**config.mk**
```make
export PLATFORM = sky130hd
export DESIGN_NAME = quad_phase_sequencer
export DESIGN_NICKNAME = d
export VERILOG_FILES = /design/src/rtl/qseq_pkg.sv /design/src/rtl/qseq_phase_gen.sv /design/src/rtl/qseq_pc_unit.sv /design/src/rtl/qseq_ir_stage.sv /design/src/rtl/quad_phase_sequencer.sv
export SDC_FILE = /design/constraint.sdc
export NUM_CORES = 1
export LEC_CHECK = 0
export ABC_AREA = 1
export BUFFER_PORTS_ARGS = -buffer_cell sky130_fd_sc_hd__buf_4
export CORE_MARGIN = 5
export CORE_UTILIZATION = 50
export CTS_CLUSTER_DIAMETER = 200
export DETAILED_ROUTE_END_ITERATION = 7
export HOLD_SLACK_MARGIN = 0.06
export PLACE_DENSITY = 0.8
export SLEW_MARGIN = 20
export SYNTH_ARGS = -nofsm -noshare
export SYNTH_HDL_FRONTEND = slang
export SYNTH_SLANG_ARGS = --single-unit
```
**constraint.sdc**
```tcl
create_clock -name clk_osc -period 3.1 [get_ports clk_osc]
set_input_delay 0.465 -clock clk_osc [delete_from_list [all_inputs] [get_ports clk_osc]]
set_output_delay 0.465 -clock clk_osc [all_outputs]
set_load 0.005 [all_outputs]
```
**src/rtl/qseq_pkg.sv**
```systemverilog
package qseq_pkg;

   // Number of phases in one instruction cycle.
   localparam int unsigned QS_PHASES = 4;

   typedef enum logic [1:0] {
      QS_Q1 = 2'd0,
      QS_Q2 = 2'd1,
      QS_Q3 = 2'd2,
      QS_Q4 = 2'd3
   } qs_phase_e;

endpackage

```
**src/rtl/qseq_phase_gen.sv**
```systemverilog
module qseq_phase_gen
   import qseq_pkg::*;
#(
   parameter bit ONEHOT_RING = 1'b1
) (
   input  logic                 clk,
   input  logic                 rst_n,
   output logic [QS_PHASES-1:0] strobe
);

   generate
      if (ONEHOT_RING) begin : g_ring
         // Rotating one-hot ring: no decoder behind the strobe outputs.
         logic [QS_PHASES-1:0] ring_q;
         always_ff @(posedge clk or negedge rst_n) begin
            if (!rst_n) ring_q <= QS_PHASES'(1);
            else        ring_q <= {ring_q[QS_PHASES-2:0], ring_q[QS_PHASES-1]};
         end
         assign strobe = ring_q;
      end else begin : g_count
         // Two-bit counter with a decoder: fewer flops, one gate level more.
         qs_phase_e cnt_q;
         always_ff @(posedge clk or negedge rst_n) begin
            if (!rst_n) cnt_q <= QS_Q1;
            else        cnt_q <= qs_phase_e'(cnt_q + 2'd1);
         end
         always_comb begin
            strobe = '0;
            strobe[cnt_q] = 1'b1;
         end
      end
   endgenerate

   // exactly one phase is active at any time.
   p_onehot_r1: assert property (@(posedge clk) disable iff (!rst_n)
      $countones(strobe) == 1);

   // each phase hands over to the next one on the following clock.
   for (genvar i = 0; i < QS_PHASES; i++) begin : g_rot_chk
      p_rotate_r1: assert property (@(posedge clk) disable iff (!rst_n)
         strobe[i] |=> strobe[(i + 1) % QS_PHASES]);
   end

endmodule

```
**src/rtl/qseq_pc_unit.sv**
```systemverilog
module qseq_pc_unit #(
   parameter int unsigned PC_W = 13
) (
   input  logic            clk,
   input  logic            rst_n,
   input  logic            step,      // Q4 edge: cycle boundary
   input  logic            take,      // branch taken at this boundary
   input  logic [PC_W-1:0] target,
   output logic [PC_W-1:0] pc
);

   always_ff @(posedge clk or negedge rst_n) begin
      if (!rst_n)    pc <= '0;
      else if (take) pc <= target;
      else if (step) pc <= pc + PC_W'(1);
   end

   // the address holds for the whole instruction cycle.
   p_hold_r3: assert property (@(posedge clk) disable iff (!rst_n)
      !step |=> $stable(pc));

   // a cycle without a branch advances by one, modulo 2**PC_W.
   p_step_r3: assert property (@(posedge clk) disable iff (!rst_n)
      (step && !take) |=> pc == $past(pc) + PC_W'(1));

   // a taken branch puts the target on the fetch address.
   p_jump_r5: assert property (@(posedge clk) disable iff (!rst_n)
      take |=> pc == $past(target));

endmodule

```
**src/rtl/qseq_ir_stage.sv**
```systemverilog
module qseq_ir_stage #(
   parameter int unsigned        WORD_W   = 14,
   parameter logic [WORD_W-1:0]  NOP_WORD = '0
) (
   input  logic              clk,
   input  logic              rst_n,
   input  logic              latch,      // Q4 strobe
   input  logic              br_req,
   input  logic [WORD_W-1:0] prog_word,
   output logic              take,
   output logic [WORD_W-1:0] exec_word,
   output logic              exec_valid
);

   // A request counts only at Q4 and only from a real instruction.
   assign take = latch & br_req & exec_valid;

   always_ff @(posedge clk or negedge rst_n) begin
      if (!rst_n) begin
         exec_word  <= NOP_WORD;
         exec_valid <= 1'b0;
      end else if (latch) begin
         if (take) begin
            exec_word  <= NOP_WORD;     // drop the prefetched word
            exec_valid <= 1'b0;
         end else begin
            exec_word  <= prog_word;
            exec_valid <= 1'b1;
         end
      end
   end

   // the execute slot changes only at the Q4 edge.
   p_hold_r4: assert property (@(posedge clk) disable iff (!rst_n)
      !latch |=> ($stable(exec_word) && $stable(exec_valid)));

   // a taken branch leaves a NOP bubble in the execute slot.
   p_flush_r5: assert property (@(posedge clk) disable iff (!rst_n)
      take |=> (!exec_valid && exec_word == NOP_WORD));

   // a bubble lasts one cycle; a request during it cannot extend it.
   p_bubble_once_r6: assert property (@(posedge clk) disable iff (!rst_n)
      (latch && !exec_valid) |=> exec_valid);

endmodule

```
**src/rtl/quad_phase_sequencer.sv**
```systemverilog
module quad_phase_sequencer
   import qseq_pkg::*;
#(
   parameter int unsigned       PC_W        = 13,
   parameter int unsigned       WORD_W      = 14,
   parameter logic [WORD_W-1:0] NOP_WORD    = '0,
   parameter bit                ONEHOT_RING = 1'b1
) (
   input  logic              clk_osc,
   input  logic              rst_n,
   output logic [3:0]        q_phase,
   output logic [PC_W-1:0]   fetch_addr,
   output logic              fetch_latch,
   input  logic [WORD_W-1:0] prog_word,
   output logic [WORD_W-1:0] exec_word,
   output logic              exec_valid,
   input  logic              branch_req,
   input  logic [PC_W-1:0]   branch_target
);

   localparam int unsigned Q4_IDX = QS_PHASES - 1;

   generate
      if (PC_W < 2 || PC_W > 16) begin : g_bad_pc_w
         $error("quad_phase_sequencer: PC_W must lie in 2..16");
      end
      if (WORD_W < 8 || WORD_W > 32) begin : g_bad_word_w
         $error("quad_phase_sequencer: WORD_W must lie in 8..32");
      end
   endgenerate

   logic [QS_PHASES-1:0] strobe;
   logic                 take;

   qseq_phase_gen #(
      .ONEHOT_RING (ONEHOT_RING)
   ) u_phase (
      .clk    (clk_osc),
      .rst_n  (rst_n),
      .strobe (strobe)
   );

   qseq_ir_stage #(
      .WORD_W   (WORD_W),
      .NOP_WORD (NOP_WORD)
   ) u_ir (
      .clk        (clk_osc),
      .rst_n      (rst_n),
      .latch      (strobe[Q4_IDX]),
      .br_req     (branch_req),
      .prog_word  (prog_word),
      .take       (take),
      .exec_word  (exec_word),
      .exec_valid (exec_valid)
   );

   qseq_pc_unit #(
      .PC_W (PC_W)
   ) u_pc (
      .clk    (clk_osc),
      .rst_n  (rst_n),
      .step   (strobe[Q4_IDX]),
      .take   (take),
      .target (branch_target),
      .pc     (fetch_addr)
   );

   assign q_phase     = strobe;
   assign fetch_latch = strobe[Q4_IDX];

endmodule

```
==> impl_metrics.ini <==
[global_routing]
grt_overflow_total = 0
grt_max_degree = 33
track_usage_pct = 19.5
grt_pass1_vias = 1362
grt_pass1_wl_um = 6370
antenna_found_initial = 0

[sta]
fin_crit_ps = 1560
clock.fmax_ghz = 0.640
setup_violations = 0
fin_tns_setup_ps = 0
post-route-period-util_pct = 50.4
finalHoldViolations = 0
finClkSkew_ps = 6.34
worst_pin_slew_ps = 891
rsz0062_at_grt = false
drv_slew = 0
slew_headroom_pct = 40.4

[drt]
drt_first_pass_iters = 4
final_antenna_net_count = 0
wl_um = 3730
drc = 0
drt_iter0_markers = 128
vias = 1381
avgViaCountPerCell = 5.48
avgRoutedWirePerCell_um = 14.8

[die]
die-area_mm2 = 0.00410
die_x_um = 64.0
dieHeight_um = 64.0
coreArea_mm2 = 0.00278
fp-row-count = 19
top_level_ports = 63
start_util_pct = 52.4

[setup_path]
slowest_delay_ps = 690
slowest_stage = nor2_1
rrSetupSlack_ps = 1540
path_class = register to register
rr_endpoint = u_pc.pc[4]
worst_setup_path_start_kind = register
critPathLaunch = u_phase.strobe[3]
worst_r2r_path_depth = 4
crit_path_max_fanout = 13
worstPathRequired_ps = 3370
path_cells = inv_1 -> nor2_1 -> a22oi_1 -> nand2_1
arrival_ps = 1830
rr_startpoint = u_phase.strobe[3]
end_kind = register
cp-endpoint = u_pc.pc[4]

[place]
port_buffers = 62
gp_congestion = 0.827
dp_hpwl_um = 2680

[layout]
area_growth_pct = 36.5
final_nets = 251
final_layout_size_suffix_gt1_share_pct = 34.8
final_util_pct = 71.5
diodes = 0
n_fill_cell = 233

[yosys]
yosysWarnings = 0
synth_cell_type_count = 20
yosysSeqAreaShare_pct = 55.0
syn_area_mm2 = 0.00146
syn_inst = 156
synth_area_per_cell_um2 = 9.34
synth_seq_cells = 32
syn-num-nets = 187

[worst_hold_path]
min_path_type = primary input to register
min_path_cells = 2

[clocking]
htreeDepth = 2
cts.repair.resized = 0
cts_sinks = 32
cts_setup_buffers = 0
cts_max_path_buffers = 2
cts_tree = done
numCtsBuffers = 5
clk_latency_ps = 330
clk_pin_slew_ps = 100
root_buffer = clkbuf_4

[status]
outcome = finished clean

[job]
drv_cap = 0

[power]
vdd_drop_max_mv = 0.370
leakage_uw = 0.00103
powerDensity_mw_per_mm2 = 345
[logic make-up (layout without fill, tap and decap cells)]
| logic type | after synthesis | after routing | synth area share, % |
|---|---|---|---|
| buffers and inverters | 15 | 80 | 5.24 |
| and+or+nand+nor | 75 | 75 | 21.5 |
| DFF | 32 | 32 | 55.0 |
| adders and majority gates | 1 | 1 | 0.858 |
| AOI/OAI and AO/OA | 30 | 30 | 15.6 |
| xor gates and xnor gates | 3 | 3 | 1.80 |
[how the worst min path moves through the flow]
stage / to / from / slack (ps)
floorplan: u_ir.exec_valid / rst_n / 170
global placement: u_phase.strobe[2] / u_phase.strobe[1] / 370
detailed placement: u_phase.strobe[2] / u_phase.strobe[1] / 370
CTS: u_ir.exec_word[5] / prog_word[5] / 330
global route: u_ir.exec_word[9] / prog_word[9] / 310
finish: u_ir.exec_word[5] / prog_word[5] / 340
[layout by cell type, fill, tap and decap left out, types with 2 or more instances in the layout]
cell type	instances
o21ai_0	3
a22oi_1	8
dfrtp_1	31
inv_1	7
nand2_1	47
nor2_1	9
nand3_1	13
o211ai_1	2
clkinv_2	2
a21oi_1	2
clkbuf_4	5
buf_4	63
nand4_1	2
xnor2_1	3
a22o_1	14
nor2_2	4
[stage by stage]
step / std cells / power, uW / hold slack, ps / cell area, um^2 / worst slack [ps]
after global routing: 252 / 726 / 315 / 1990 / 1290
after detailed placement: 243 / 462 / 368 / 1920 / 1450
after CTS: 252 / 693 / 325 / 1990 / 1510
after global placement: 243 / 462 / 366 / 1920 / 1560
final: 252 / 686 / 342 / 1990 / 1540
after floorplan: 156 / 426 / 169 / 1460 / 1880
[Yosys cell counts (all sizes together)]
library cell | number | area share [%]
nand4 | 2 | 0.86
ha | 1 | 0.86
nor2 | 13 | 4.0
xnor2 | 3 | 1.8
clkbuf | 1 | 0.94
inv | 8 | 2.1
a22o | 14 | 8.4
a21oi | 2 | 0.69
o21ai | 4 | 1.4
nand3 | 13 | 4.5
nand2 | 47 | 12
a22oi | 8 | 4.1
buf | 6 | 2.2
dfrtp | 31 | 53
o211ai | 2 | 1.0
dfstp | 1 | 1.8
[registers in the layout, summed over array words and instances (netlist names)]
| register | count |
|---|---|
| u_ir.exec_word | 14 |
| u_pc.pc | 13 |
| u_phase.strobe | 4 |
| u_ir.exec_valid | 1 |
[area by class of cell]
type	instances	area, um^2	share of cell area (%)
clock buffer	5	37.5	1.89
clock inverter	3	18.8	0.943
inverter	8	30.0	1.51
multi-input combinational	109	579	29.1
sequential	32	802	40.3
tap	31	38.8	1.95
timing repair buffer	64	483	24.3
[power breakdown]
group / internal (uW) / total [uW] / switching (uW)
Clock: 86.9 / 231 / 144
Combinational: 23.7 / 37.2 / 13.5
Sequential: 417 / 417 / 0
[metal layers]
metal / global-route usage [%] / vias to the layer above / wire length (um)
li1: - / 664 / -
met1: 24.7 / 661 / 1530
met2: 31.9 / 50 / 1920
met3: 6.13 / 6 / 245
met4: 5.97 / 0 / 30
met5: 0 / - / 0
[critical path, delay by kind of cell (launching register included)]
kind | cells | cell delay [ps]
and+or+nand+nor | 2 | 820
DFF | 1 | 440
AOI/OAI and AO/OA | 1 | 170
buffers and inverters | 1 | 70
[timing repair]
item                                    CTS  global route
endpoints found under the setup margin    0             0
hold endpoints to repair                 22             0
hold buffers                              1             0
(Power assumes the default switching activity.)
